==> config.mk <==
export PLATFORM = sky130hd
export DESIGN_NAME = pwm_dual_slope_timer
export DESIGN_NICKNAME = d
export VERILOG_FILES = /design/src/rtl/pwm_dual_pkg.sv /design/src/rtl/pwm_dual_presc.sv /design/src/rtl/pwm_dual_updown.sv /design/src/rtl/pwm_dual_cmp.sv /design/src/rtl/pwm_dual_slope_timer.sv
export SDC_FILE = /design/constraint.sdc
export NUM_CORES = 1
export LEC_CHECK = 0
export BUFFER_PORTS_ARGS = -buffer_cell sky130_fd_sc_hd__clkbuf_2
export CAP_MARGIN = 20
export CORE_ASPECT_RATIO = 0.8
export CORE_MARGIN = 2
export CORE_UTILIZATION = 45
export DETAILED_ROUTE_END_ITERATION = 8
export GPL_TIMING_DRIVEN = 0
export PLACE_DENSITY = 0.63
export SLEW_MARGIN = 30
export SYNTH_ARGS = -nofsm -noshare
export SYNTH_HDL_FRONTEND = slang
export SYNTH_SLANG_ARGS = --single-unit
==> constraint.sdc <==
create_clock -name clk -period 4.8 [get_ports clk]
set_input_delay 0.24 -clock clk [delete_from_list [all_inputs] [get_ports clk]]
set_output_delay 0.24 -clock clk [all_outputs]
set_load 0.02 [all_outputs]
==> src/rtl/pwm_dual_pkg.sv <==
package pwm_dual_pkg;

    localparam int PSC_W = 10;

    typedef enum logic [1:0] {
        OM_OFF    = 2'd0,
        OM_TOGGLE = 2'd1,
        OM_SET_UP = 2'd2,
        OM_CLR_UP = 2'd3
    } out_mode_e;

    typedef enum logic [2:0] {
        PS_STOP    = 3'd0,
        PS_DIV1    = 3'd1,
        PS_DIV8    = 3'd2,
        PS_DIV64   = 3'd3,
        PS_DIV256  = 3'd4,
        PS_DIV1024 = 3'd5,
        PS_RSV6    = 3'd6,
        PS_RSV7    = 3'd7
    } psel_e;

    typedef struct packed {
        out_mode_e mode;
        psel_e     psel;
    } cfg_t;

    // terminal value of the divider for a select code (N - 1)
    function automatic logic [PSC_W-1:0] psc_limit(input psel_e s);
        case (s)
            PS_DIV8:    return PSC_W'(7);
            PS_DIV64:   return PSC_W'(63);
            PS_DIV256:  return PSC_W'(255);
            PS_DIV1024: return PSC_W'(1023);
            default:    return '0;
        endcase
    endfunction

    function automatic logic psc_running(input psel_e s);
        return (s == PS_DIV1) || (s == PS_DIV8) || (s == PS_DIV64) ||
               (s == PS_DIV256) || (s == PS_DIV1024);
    endfunction

endpackage

==> src/rtl/pwm_dual_presc.sv <==
module pwm_dual_presc
    import pwm_dual_pkg::*;
(
    input  logic  clk,
    input  logic  rst,
    input  logic  restart,
    input  psel_e psel,
    output logic  tick
);
    logic [PSC_W-1:0] div_q;
    logic             run;

    assign run  = psc_running(psel);
    assign tick = run && (div_q == psc_limit(psel));

    always_ff @(posedge clk) begin
        if (rst || restart || !run || tick) div_q <= '0;
        else                                div_q <= div_q + 1'b1;
    end

    // at divide-by-8 two ticks are never adjacent
    assert_div8_spacing_R2: assert property (@(posedge clk) disable iff (rst)
        (tick && psel == PS_DIV8 && !restart) |=> (!tick || psel != PS_DIV8));

endmodule

==> src/rtl/pwm_dual_updown.sv <==
module pwm_dual_updown #(
    parameter int CNT_W = 8
) (
    input  logic             clk,
    input  logic             rst,
    input  logic             tick,
    input  logic             top_wr,
    input  logic [CNT_W-1:0] top_wdata,
    input  logic             cmp_wr,
    input  logic [CNT_W-1:0] cmp_wdata,
    input  logic             src_wr,
    input  logic             src_wdata,
    output logic [CNT_W-1:0] count,
    output logic [CNT_W-1:0] cmp_now,
    output logic [CNT_W-1:0] top_now,
    output logic             move_up
);
    logic [CNT_W-1:0] top_buf, cmp_buf, top_act, cmp_act, cnt_q;
    logic             src_buf, src_act, up_q;
    logic             load, src_now;
    logic [CNT_W-1:0] top_reg_now;

    // buffered values take effect on the tick that leaves zero
    assign load        = tick && (cnt_q == '0);
    assign cmp_now     = load ? cmp_buf : cmp_act;
    assign src_now     = load ? src_buf : src_act;
    assign top_reg_now = load ? top_buf : top_act;
    assign top_now     = src_now ? cmp_now : top_reg_now;
    assign move_up     = (cnt_q == '0) || (up_q && (cnt_q < top_now));
    assign count       = cnt_q;

    always_ff @(posedge clk) begin
        if (rst) begin
            top_buf <= '0;
            cmp_buf <= '0;
            src_buf <= 1'b0;
        end else begin
            if (top_wr) top_buf <= top_wdata;
            if (cmp_wr) cmp_buf <= cmp_wdata;
            if (src_wr) src_buf <= src_wdata;
        end
    end

    always_ff @(posedge clk) begin
        if (rst) begin
            top_act <= '0;
            cmp_act <= '0;
            src_act <= 1'b0;
        end else if (load) begin
            top_act <= top_buf;
            cmp_act <= cmp_buf;
            src_act <= src_buf;
        end
    end

    always_ff @(posedge clk) begin
        if (rst) begin
            cnt_q <= '0;
            up_q  <= 1'b1;
        end else if (tick && (top_now != '0)) begin
            cnt_q <= move_up ? cnt_q + 1'b1 : cnt_q - 1'b1;
            up_q  <= move_up;
        end
    end

    // the count never passes the active limit
    assert_count_within_top_R1: assert property (@(posedge clk) disable iff (rst)
        cnt_q <= (src_act ? cmp_act : top_act));

    // each tick with a non-zero limit moves the count by exactly one
    assert_step_one_R1: assert property (@(posedge clk) disable iff (rst)
        (tick && top_now != '0) |=>
            (cnt_q == $past(cnt_q) + 1'b1) || (cnt_q == $past(cnt_q) - 1'b1));

    // without a tick the count holds
    assert_hold_between_ticks_R2: assert property (@(posedge clk) disable iff (rst)
        !tick |=> $stable(cnt_q));

    // active copies change only on the tick at zero
    assert_buffer_hold_R7: assert property (@(posedge clk) disable iff (rst)
        !load |=> ($stable(cmp_act) && $stable(top_act) && $stable(src_act)));

endmodule

==> src/rtl/pwm_dual_cmp.sv <==
module pwm_dual_cmp
    import pwm_dual_pkg::*;
#(
    parameter int CNT_W = 8
) (
    input  logic             clk,
    input  logic             rst,
    input  logic             tick,
    input  logic [CNT_W-1:0] count,
    input  logic [CNT_W-1:0] cmp_now,
    input  logic [CNT_W-1:0] top_now,
    input  logic             move_up,
    input  out_mode_e        mode,
    input  logic             flag_clr,
    output logic             pwm_out,
    output logic             flag
);
    logic match, lvl, oc_q, flag_q;

    assign match = tick && (count == cmp_now);
    // non-inverted level for this match, extremes pinned
    assign lvl = (cmp_now == '0)      ? 1'b0 :
                 (cmp_now == top_now) ? 1'b1 : move_up;

    always_ff @(posedge clk) begin
        if (rst) begin
            oc_q <= 1'b0;
        end else if (match) begin
            case (mode)
                OM_TOGGLE: oc_q <= ~oc_q;
                OM_SET_UP: oc_q <= lvl;
                OM_CLR_UP: oc_q <= ~lvl;
                default:   oc_q <= 1'b0;
            endcase
        end
    end

    always_ff @(posedge clk) begin
        if (rst)           flag_q <= 1'b0;
        else if (match)    flag_q <= 1'b1;
        else if (flag_clr) flag_q <= 1'b0;
    end

    assign flag    = flag_q;
    assign pwm_out = (mode == OM_OFF) ? 1'b0 : oc_q;

    // the output level moves only on a compare match
    assert_level_only_on_match_R3: assert property (@(posedge clk) disable iff (rst)
        !match |=> $stable(oc_q));

    // a match always leaves the flag set
    assert_flag_on_match_R8: assert property (@(posedge clk) disable iff (rst)
        match |=> flag_q);

    // the flag is sticky until cleared
    assert_flag_sticky_R8: assert property (@(posedge clk) disable iff (rst)
        (flag_q && !flag_clr) |=> flag_q);

endmodule

==> src/rtl/pwm_dual_slope_timer.sv <==
module pwm_dual_slope_timer
    import pwm_dual_pkg::*;
#(
    parameter int CNT_W = 8
) (
    input  logic             clk,
    input  logic             rst,
    input  logic             top_wr,
    input  logic [CNT_W-1:0] top_wdata,
    input  logic             cmp_wr,
    input  logic [CNT_W-1:0] cmp_wdata,
    input  logic             cfg_wr,
    input  logic [1:0]       cfg_mode,
    input  logic             cfg_top_from_cmp,
    input  logic [2:0]       cfg_psel,
    input  logic             flag_clr,
    output logic [CNT_W-1:0] count,
    output logic             pwm_out,
    output logic             match_flag
);
    cfg_t             cfg_q;
    logic             tick, move_up;
    logic [CNT_W-1:0] cmp_now, top_now;

    always_ff @(posedge clk) begin
        if (rst) begin
            cfg_q.mode <= OM_OFF;
            cfg_q.psel <= PS_STOP;
        end else if (cfg_wr) begin
            cfg_q.mode <= out_mode_e'(cfg_mode);
            cfg_q.psel <= psel_e'(cfg_psel);
        end
    end

    pwm_dual_presc u_presc (
        .clk     (clk),
        .rst     (rst),
        .restart (cfg_wr),
        .psel    (cfg_q.psel),
        .tick    (tick)
    );

    pwm_dual_updown #(.CNT_W(CNT_W)) u_cnt (
        .clk       (clk),
        .rst       (rst),
        .tick      (tick),
        .top_wr    (top_wr),
        .top_wdata (top_wdata),
        .cmp_wr    (cmp_wr),
        .cmp_wdata (cmp_wdata),
        .src_wr    (cfg_wr),
        .src_wdata (cfg_top_from_cmp),
        .count     (count),
        .cmp_now   (cmp_now),
        .top_now   (top_now),
        .move_up   (move_up)
    );

    pwm_dual_cmp #(.CNT_W(CNT_W)) u_cmp (
        .clk      (clk),
        .rst      (rst),
        .tick     (tick),
        .count    (count),
        .cmp_now  (cmp_now),
        .top_now  (top_now),
        .move_up  (move_up),
        .mode     (cfg_q.mode),
        .flag_clr (flag_clr),
        .pwm_out  (pwm_out),
        .flag     (match_flag)
    );

endmodule

=== Yosys cells after proc, flatten, opt, wreduce, memory -nomap -nowiden ===
Cells that the tools add are included.

* Add/subtract/negate cells: 3
* Order comparisons: 1
* Eq/ne operators: 11
* Mux-type cells: 12
* Bitwise operators: 2
* Reductions and logical operators: 19

{| class="wikitable"
|+ Operators by type and width
! cell !! number
|-
| case mux 10 bit (4 select lines) || 1
|-
| 2-to-1 mux 8 bit || 4
|-
| == test 8 bit || 2
|-
| logical NOT 8 bit || 2
|-
| adder 10 x 1 -> 10 bit, second input constant || 1
|-
| == test 10 bit || 1
|-
| adder 8 x 1 -> 8 bit, second input constant || 1
|-
| logical OR 1 bit || 8
|-
| < comparator 8 bit || 1
|-
| nonzero test 8 bit || 1
|-
| subtractor 8 x 1 -> 8 bit, second input constant || 1
|-
| == test 3 x 2 -> 1 bit, second input constant || 2
|-
| == test 3 bit, second input constant || 2
|-
| 2-to-1 mux 1 bit || 6
|-
| logical AND 1 bit || 5
|-
| == test 2 bit, second input constant || 2
|-
| == test 3 x 1 -> 1 bit, second input constant || 1
|-
| case mux 1 bit (3 select lines) || 1
|-
| == test 2 x 1 -> 1 bit, second input constant || 1
|-
| logical NOT 2 bit || 1
|-
| inverter 1 bit || 2
|-
| nonzero test 2 bit || 1
|-
| logical NOT 1 bit || 1
|}

* Flip-flop bits (word level): 60
* Output and inout bits: 10

=== Depth between registers and ports, before layout ===
Gate-level depths: netlist of the first run.

* Depth after elaboration: 16
* Depth in mapped cells: 25

=== Hierarchy ===
A second synthesis of the first run with hierarchy kept.

* Cells, all modules: 408
* Area, all modules: 3427.0 µm²

{| class="wikitable"
|+ Modules (own cells, without submodules)
! module !! times used !! cells each !! area each (µm²)
|-
| pwm_dual_updown || 1 || 289 || 2367.3
|-
| pwm_dual_presc || 1 || 61 || 533.0
|-
| pwm_dual_cmp || 1 || 42 || 346.6
|-
| pwm_dual_slope_timer || 1 || 16 || 180.2
|}

=== Least setup slack after synthesis of the first run ===
No wires, ideal clock.

* Path kind: reg2reg
* From: reg cfg_q[1] (netlist name)
* To: reg u_cnt.cnt_q[7], in the netlist u_cnt.count[7]
* Arrival time: 5155 ps
* Setup slack: -483 ps
* Stages on the path, launching flop included: 26
* Buffers on the path: 1
* Clock period less this slack: 5283 ps
* Cell sequence: dfxtp_1 > inv_1 > ha_1 > or3_1 > a221o_1 > a2111o_1 > buf_4 > o21ai_0 > nand2_1 > ha_1 > a21oi_1 > o21ai_0 > or3_1 > a41o_1 > a211o_1 > nand3_1 > inv_1 > ha_1 > a21o_1 > a21oi_1 > o21bai_1 > a21oi_1 > o21ai_0 > nand2_1 > mux2i_1 > nand4bb_1

* Cells in the longest elaborated chain, start to end: 13
* Elaborated cells on any way between the ends: 23
* Classes of those cells: 1 x order compare; 6 x eq/ne; 6 x mux; 10 x reduce/logical

{| class="wikitable"
|+ RTL lines
! item !! RTL line !! RTL
|-
| branches (longest 5 deep; another with case mux 10 bit (4 select lines)) || - ||
|-
| logical AND 1 bit * || pwm_dual_presc.sv:14 || <nowiki>assign tick = run && (div_q == psc_limit(psel));</nowiki>
|-
| logical AND 1 bit || pwm_dual_updown.sv:24 || <nowiki>assign load = tick && (cnt_q == '0);</nowiki>
|-
| 2-to-1 mux 8 bit (tied with other cells) || pwm_dual_updown.sv:27 || <nowiki>assign top_reg_now = load ? top_buf : top_act;</nowiki>
|-
| 2-to-1 mux 8 bit || pwm_dual_updown.sv:28 || <nowiki>assign top_now = src_now ? cmp_now : top_reg_now;</nowiki>
|-
| < comparator 8 bit || pwm_dual_updown.sv:29 || <nowiki>assign move_up = (cnt_q == '0) || (up_q && (cnt_q < top_now));</nowiki>
|-
| logical AND 1 bit || pwm_dual_updown.sv:29 ||
|-
| logical OR 1 bit || pwm_dual_updown.sv:29 ||
|-
| 2-to-1 mux 8 bit || pwm_dual_updown.sv:61 || <nowiki>cnt_q <= move_up ? cnt_q + 1'b1 : cnt_q - 1'b1;</nowiki>
|-
| to (signal assigned) || pwm_dual_updown.sv:61 ||
|-
| to (decl) || pwm_dual_updown.sv:18 || <nowiki>logic [CNT_W-1:0] top_buf, cmp_buf, top_act, cmp_act, cnt_q;</nowiki>
|}

Every way passes the cells marked *.
A chain may end at the register's enable or synchronous reset.

=== Worst setup path after layout of the first run ===
* From: reg u_presc.div_q[4]
* To: reg u_cnt.cnt_q[7], in the netlist u_cnt.count[7]

* Cells in the longest elaborated chain, start to end: 9
* Elaborated cells on any way between the ends: 13
* Classes of those cells: 1 x order compare; 1 x eq/ne; 5 x mux; 6 x reduce/logical

{| class="wikitable"
|+ RTL lines
! item !! RTL line !! RTL
|-
| from (decl) || pwm_dual_presc.sv:10 || <nowiki>logic [PSC_W-1:0] div_q;</nowiki>
|-
| from (signal assigned) || pwm_dual_presc.sv:18 || <nowiki>else div_q <= div_q + 1'b1;</nowiki>
|-
| == test 10 bit * || pwm_dual_presc.sv:14 ||
|-
| logical AND 1 bit * || pwm_dual_presc.sv:14 ||
|-
| logical AND 1 bit || pwm_dual_updown.sv:24 ||
|-
| 2-to-1 mux 8 bit (tied with other cells) || pwm_dual_updown.sv:27 ||
|-
| 2-to-1 mux 8 bit || pwm_dual_updown.sv:28 ||
|-
| < comparator 8 bit || pwm_dual_updown.sv:29 ||
|-
| logical AND 1 bit || pwm_dual_updown.sv:29 ||
|-
| logical OR 1 bit || pwm_dual_updown.sv:29 ||
|-
| 2-to-1 mux 8 bit || pwm_dual_updown.sv:61 ||
|}

Mark *: on every way between the ends. The rest lies on a longest branch, timed or not.

==> out/qor.csv, run 1 <==
metric,value,unit
outcome,"finished, violations left",
violations,negative setup slack,
placementRows,29,
ant_nets,0,
finalHoldViolCount,0,
critPathLaunchType,flip-flop,
drv_slew,0,
fin_ws,-0.0472,ns
cts-htree-levels,3,
gp_congestion,0.914,
fin_hold_ws,0.120,ns
ys.flop_type,dfxtp_1,
netlist-cell-type-count,58,
worstReg2RegEnd,u_cnt.count[7]$_SDFFE_PP0P_,
avgSynthCellArea,8.54,µm²
yosysTopAreaCell,dfxtp_1,
numCtsBuffers,9,
synth_warnings,0,
design_area,4550,µm²
wl_per_cell,17.3,µm
grt_max_degree,13,
antenna_found_initial,0,
powerDensity,671,nW/µm²
nNetsFinal,533,
critPathSlowestCell,a2111o_1,
drt_iter0_drc,254,
min_path_type,in2reg,
ff2ff_setup_slack,-0.05,ns
drt-total-wl,10400,µm
clk_path_buf_depth,2,
finalSetupViolations,4,
cts_root_buffer,clkbuf_8,
dieHeight,84.3,µm
fin_skew,0.00745,ns
synthesis.area,3630,µm²
period_needed,4.85,ns
vdd_drop_max,0.331,mV
drc_errors,0,
end_kind,flip-flop,
diodes,0,
min_path_cells,3,
io_pins,38,
dr_wl_met2,4570,µm
min_to,u_cnt.cmp_buf[3]$_SDFFE_PP0P_,
coreArea,7870,µm²
syn_to_final_growth,25.3,%
die_width,104,µm
netlist_instances,425,
drt-met1-wl,5070,µm
cts_tree,yes,
drtPass1Iterations,5,
leakagePower,1.83,nW
via_per_inst,5.69,
clk_latency,0.35,ns
rsz0062_at_grt,yes,
vias,3433,
hpwl,7170,µm
wl_met3,628,µm
total_power,3.05,mW
drv_cap,0,
place_ws,-0.651,ns
fmax,206,MHz
yosysTopAreaCellShare,33.1,%
clock_sink_count,60,
grt_pass1_vias,3342,
cp_slowest_stage_delay,0.47,ns
crit_type,reg2reg,
hold_start,cmp_wdata[3],
finalCritPeriodShare,101,%
placed_cells,566,
synth_edf_count,0,
r2r_cells,23,
numPortBuffers,33,
cp_max_fo,5,
yosys-top-cells-count,"dfxtp_1 (60), nor2_1 (49), mux2i_1 (47), nand2_1 (44), a21oi_1 (27)",
start_util,46.1,%
postCtsHoldBufs,0,
grt_pass1_wl,17000,µm
clkSlewWorstSetupHoldPaths,0.08,ns
synth_seq_cells,60,
dieArea,8800,µm²
top_layer,met4,
dpl-instance-area,4000,µm²
synth_nets,468,
layout-drive-gt1-share,23.0,%
critical_path.top_delay_family,compound AO/OA/AOI/OAI gates,
r2r_start,u_presc.div_q[4]$_SDFF_PP0_,
crit_arrival,5.08,ns
ys_seq_area_share,33.1,%
tightestPinTransition,0.700,ns
fin_cells,603,
worst_ep_required_time,5.04,ns
synth_most_common_cell,dfxtp_1,
async_flop_share,0,%
slew-limit-headroom,53.3,%
path_buf_inv,4,
grt_overflow,0,
yosys-top-cells-area,"dfxtp_1 (33%), mux2i_1 (13%), nor2_1 (5.1%)",
cp_cell_sequence,"or3_1, or3_4, a2111o_1, buf_6, o21ai_4, nand2_2, ha_4, a21oi_2, o21ai_2, or3_4, a41o_1, a211o_1, nand3_4, inv_6, buf_4, ha_4, inv_1, o21bai_1, a21oi_2, o21a_1, nand2_1, mux2i_1, nand4bb_1",
grt_usage,24.4,%
[report_power, final]
part | internal, mW | switching, mW
Sequential | 0.560 | 0.111
Clock | 0.295 | 0.230
Combinational | 0.791 | 1.07
[layout make-up]
cell class / instances / area [µm²]
Buffer: 18 / 80.1
Clock buffer: 9 / 124
Clock inverter: 7 / 100
Fill cell: 724 / 3330
Inverter: 12 / 50.0
Multi-Input combinational cell: 335 / 2520
Sequential cell: 60 / 1210
Tap cell: 108 / 135
Timing Repair Buffer: 54 / 327
[metal layers]
| metal | global-route usage (%) | vias to the layer above |
|---|---|---|
| met2 | 38.0 | 99 |
| met3 | 6.13 | 14 |
| li1 | - | 1665 |
| met1 | 33.6 | 1655 |
| met4 | 6.63 | 0 |
| met5 | 0 | - |
[tightest hold or removal path: cells and delay by family]
family | cells | cell delay, ns
buffers and inverters | 1 | 0.08
and+or+nand+nor | 1 | 0.07
muxes | 1 | 0.05
[what timing repair did]
| action | 4_1_cts | 5_1_grt |
|---|---|---|
| setup endpoints to repair | 6 | 5 |
| gates resized for setup | 16 | 21 |
| pin swaps | 20 | 16 |
| setup buffers | 19 | 2 |
[per-stage QoR]
stage	TNS, ns	utilization (%)
final	-0.0805	57.7
after global routing	-0.842	57.7
after CTS	-0.664	56.3
after detailed placement	-2.21	50.8
after global placement	-1.95	50.8
after floorplan	-0.0409	-
[cell families (layout without fill, tap and decap cells)]
kind of cell / Yosys count / in the layout / share of synthesized area (%)
and+or+nand+nor: 157 / 157 / 20.6
DFF: 60 / 60 / 33.1
muxes: 48 / 48 / 13.3
AOI/OAI and AO/OA: 84 / 84 / 16.9
adders and majority gates: 15 / 15 / 5.38
buffers and inverters: 30 / 100 / 3.24
xor gates and xnor gates: 31 / 31 / 7.48
[worst max-delay path by stage]
stage                                             end                        start  cells after the start  slack (ns)
after detailed placement  u_cnt.count[7]$_SDFFE_PP0P_        cfg_q[1]$_SDFFE_PP0P_                     25       -0.65
after global routing      u_cnt.count[7]$_SDFFE_PP0P_        cfg_q[1]$_SDFFE_PP0P_                     25       -0.25
after floorplan           u_cnt.count[7]$_SDFFE_PP0P_        cfg_q[1]$_SDFFE_PP0P_                     25       -0.04
after CTS                 u_cnt.count[7]$_SDFFE_PP0P_        cfg_q[1]$_SDFFE_PP0P_                     25       -0.23
final                     u_cnt.count[7]$_SDFFE_PP0P_  u_presc.div_q[4]$_SDFF_PP0_                     23       -0.05
after global placement    u_cnt.count[7]$_SDFFE_PP0P_        cfg_q[1]$_SDFFE_PP0P_                     25       -0.57
[state kept, by name (all words and copies together), names as in the netlist]
register	count
u_cnt.src_act	1
u_cmp.oc_q	1
u_cnt.cmp_buf	8
u_cnt.top_buf	8
u_cnt.up_q	1
u_cnt.cmp_act	8
u_cnt.src_buf	1
u_cnt.top_act	8
u_cnt.count	8
cfg_q	5
u_cmp.flag	1
u_presc.div_q	10
[layout by cell type, fill, tap and decap left out, types with 3 or more instances in the layout]
cell,Yosys,routed
nor2_1,49,49
buf_4,1,21
o21ai_2,0,3
nand3_1,17,16
o21ai_0,14,7
clkinvlp_4,0,3
clkbuf_1,13,13
nand2b_1,5,5
or3_1,4,3
xor2_1,20,20
nor2b_1,6,6
ha_4,0,5
nand2_1,44,42
a21oi_1,27,22
and2_1,3,3
a22oi_1,4,4
clkbuf_8,0,9
xnor2_1,11,11
nand4_1,4,4
clkbuf_2,0,34
nor3_1,5,3
o211ai_1,3,3
a21oi_2,0,5
nor4_1,12,12
dfxtp_1,60,57
ha_1,14,8
a2111oi_4,2,3
inv_1,12,10
mux2i_1,47,46
a211o_1,3,3
No activity file was read; power rests on OpenSTA's default activity.
==> inputs of run 2 (changes only) <==
--- a/config.mk
+++ b/config.mk
@@ -12,8 +12,9 @@
 export CORE_UTILIZATION = 45
 export DETAILED_ROUTE_END_ITERATION = 8
 export GPL_TIMING_DRIVEN = 0
-export PLACE_DENSITY = 0.63
+export PLACE_DENSITY = 0.66
 export SLEW_MARGIN = 30
 export SYNTH_ARGS = -nofsm -noshare
 export SYNTH_HDL_FRONTEND = slang
 export SYNTH_SLANG_ARGS = --single-unit
+export TNS_END_PERCENT = 1
==> out/qor.csv, run 2 (synthesized netlist as in run 1, its figures left out) <==
metric,value,unit,change
outcome,"finished, violations left",,unchanged
violations,negative setup slack,,unchanged
tightestPinTransition,0.687,ns,was 0.700 ns
largest_reg_flops,10,,unchanged
fin_skew,0.00630,ns,was 0.00745 ns
worstReg2RegEnd,u_cnt.count[6]$_SDFFE_PP0P_,,was u_cnt.count[7]$_SDFFE_PP0P_
ant_nets,0,,unchanged
cp-endpoint,u_cnt.count[6]$_SDFFE_PP0P_,,was u_cnt.count[7]$_SDFFE_PP0P_
finalSetupViolations,3,,was 4
cpMostUsedCell,a21oi_2,,
finalHoldViolCount,0,,unchanged
wl_per_cell,17.6,µm,was 17.3 µm
cp_max_fo,5,,unchanged
die_width,104,µm,unchanged
drt_iter0_drc,387,,was 254
antenna_found_initial,0,,unchanged
grt_pass1_wl,16900,µm,"was 17,000 µm"
grt_usage,24.1,%,was 24.4%
cp_slowest_stage_delay,0.47,ns,about the same
final_common_cell,dfxtp_1,,unchanged
dieHeight,84.3,µm,unchanged
nNetsFinal,530,,was 533
crit_arrival,5.08,ns,about the same
drv_slew,0,,unchanged
ff2ff_setup_slack,-0.06,ns,was -0.05 ns
via_per_inst,5.80,,was 5.69
end_kind,flip-flop,,unchanged
powerDensity,683,nW/µm²,was 671 nW/µm²
critical_path_depth,24,,was 23
drc_errors,0,,unchanged
r2r_start,cfg_q[1]$_SDFFE_PP0P_,,was u_presc.div_q[4]$_SDFF_PP0_
critPathSlowestCell,a2111o_1,,unchanged
fmax,206,MHz,about the same
placed_cells,566,,unchanged
start_util,46.1,%,unchanged
io_pins,38,,unchanged
place_ws,-0.659,ns,was -0.651 ns
min_path_type,in2reg,,unchanged
drt-total-wl,10500,µm,"was 10,400 µm"
numCtsBuffers,9,,unchanged
clk_path_buf_depth,2,,unchanged
diodes,0,,unchanged
dieArea,8800,µm²,unchanged
hpwl,7230,µm,was 7170 µm
clock_sink_count,60,,unchanged
leakagePower,1.83,nW,about the same
coreArea,7870,µm²,unchanged
fillerInstances,714,,was 724
vias,3478,,"was 3,433"
gp_congestion,0.906,,was 0.914
rsz0062_at_grt,yes,,unchanged
critical_path.top_delay_family,compound AO/OA/AOI/OAI gates,,unchanged
regMostFlops,u_presc.div_q,,unchanged
clkSlewWorstSetupHoldPaths,0.07,ns,was 0.08 ns
clk_latency,0.35,ns,about the same
cts-htree-levels,3,,unchanged
period_needed,4.86,ns,was 4.85 ns
placementRows,29,,unchanged
fin_ws,-0.0639,ns,was -0.0472 ns
fin_util,57.7,%,about the same
grt_pass1_vias,3337,,"was 3,342"
worstSetupStartpoint,cfg_q[1]$_SDFFE_PP0P_,,was u_presc.div_q[4]$_SDFF_PP0_
ff_latch_area,1210,µm²,about the same
postCtsHoldBufs,0,,unchanged
drv_cap,0,,unchanged
vdd_drop_max,0.302,mV,was 0.331 mV
drtPass1Iterations,6,,was 5
cts_tree,yes,,unchanged
cts_root_buffer,clkbuf_8,,unchanged
multi_input_area,2530,µm²,was 2520 µm²
cp_cell_sequence,"inv_2, ha_4, nor2b_1, or3_4, a2111o_1, buf_6, o21ai_4, nand2_4, ha_4, a21oi_2, o21ai_2, or3_4, a41o_1, a211o_1, nand3_4, inv_6, fa_2, a21oi_2, o21bai_2, a21o_1, a21oi_2, xnor2_1, mux2i_1, nor2_1",,"was or3_1, or3_4, a2111o_1, buf_6, o21ai_4, nand2_2, ha_4, a21oi_2, o21ai_2, or3_4, a41o_1, a211o_1, nand3_4, inv_6, buf_4, ha_4, inv_1, o21bai_1, a21oi_2, o21a_1, nand2_1, mux2i_1, nand4bb_1"
worst_ep_required_time,5.02,ns,was 5.04 ns
r2r_cells,24,,was 23
finalCritPeriodShare,101,%,about the same
critPathLaunchType,flip-flop,,unchanged
grt_overflow,0,,unchanged
numPortBuffers,33,,unchanged
crit_type,reg2reg,,unchanged
final_cell_mix,"dfxtp_1 (58), nor2_1 (49), mux2i_1 (46)",,"was dfxtp_1 (57), nor2_1 (49), mux2i_1 (46)"
grt_max_degree,11,,was 13
design_area,4540,µm²,was 4550 µm²
fin_cells,600,,was 603
layout-drive-gt1-share,23.0,%,about the same
syn_to_final_growth,25.2,%,was 25.3%
dpl-instance-area,4000,µm²,unchanged
path_buf_inv,3,,was 4
slew-limit-headroom,54.2,%,was 53.3%
==> run 2: worst min path at each step <==
stage | startpoint | end | cells past startpoint
floorplan | cfg_psel[1] | cfg_q[1]$_SDFFE_PP0P_ | 2
finish | top_wdata[3] | u_cnt.top_buf[3]$_SDFFE_PP0P_ | 3
global route | top_wdata[3] | u_cnt.top_buf[3]$_SDFFE_PP0P_ | 3
global placement | u_cnt.up_q$_SDFFE_PP1P_ | u_cnt.up_q$_SDFFE_PP1P_ | 2
detailed placement | u_cnt.top_act[2]$_SDFF_PP0_ | u_cnt.top_act[2]$_SDFF_PP0_ | 2
CTS | top_wdata[3] | u_cnt.top_buf[3]$_SDFFE_PP0P_ | 3
==> run 2: per-stage QoR <==
stage | TNS [ns] | hold WS, ns | total power, mW
4_1_cts | -0.355 | 0.119 | 2.91
6_report | -0.151 | 0.117 | 3.10
5_1_grt | -0.879 | 0.140 | 3.31
2_1_floorplan | -0.0409 | 0.387 | 1.83
3_5_place_dp | -2.18 | 0.477 | 2.17
3_3_place_gp | -1.90 | 0.456 | 2.14
==> run 2: layer usage <==
| metal | share of wire, % | vias to the layer above | global-route usage (%) |
|---|---|---|---|
| li1 | - | 1661 | - |
| met3 | 7.3 | 24 | 5.05 |
| met1 | 47 | 1669 | 33.4 |
| met4 | 2.2 | 0 | 8.72 |
| met2 | 44 | 124 | 37.2 |
| met5 | 0 | - | 0 |
==> run 2: area by class of cell <==
| class | instances | share of cell area, % |
|---|---|---|
| Buffer | 18 | 1.74 |
| Clock buffer | 12 | 3.64 |
| Clock inverter | 4 | 1.54 |
| Inverter | 12 | 1.10 |
| Multi-Input combinational cell | 335 | 55.7 |
| Sequential cell | 60 | 26.6 |
| Tap cell | 108 | 2.98 |
| Timing Repair Buffer | 51 | 6.69 |
==> run 2: repair_timing <==
item | in CTS | in global routing
pin swaps | 24 | 20
endpoints found under the setup margin | 5 | 5
resized for setup | 17 | 21
buffers inserted | 16 | 2
==> run 2: report_power, final <==
part	internal (mW)	switching, mW	leakage [nW]	total (mW)
logic	0.788	1.10	1.22	1.89
registers	0.560	0.111	0.490	0.671
clock network	0.333	0.209	0.122	0.542
==> run 2: worst min-delay path, delay by kind of cell <==
family	cells	cell delay (ns)
buf+inv	1	0.07
simple gates	1	0.07
mux	1	0.05
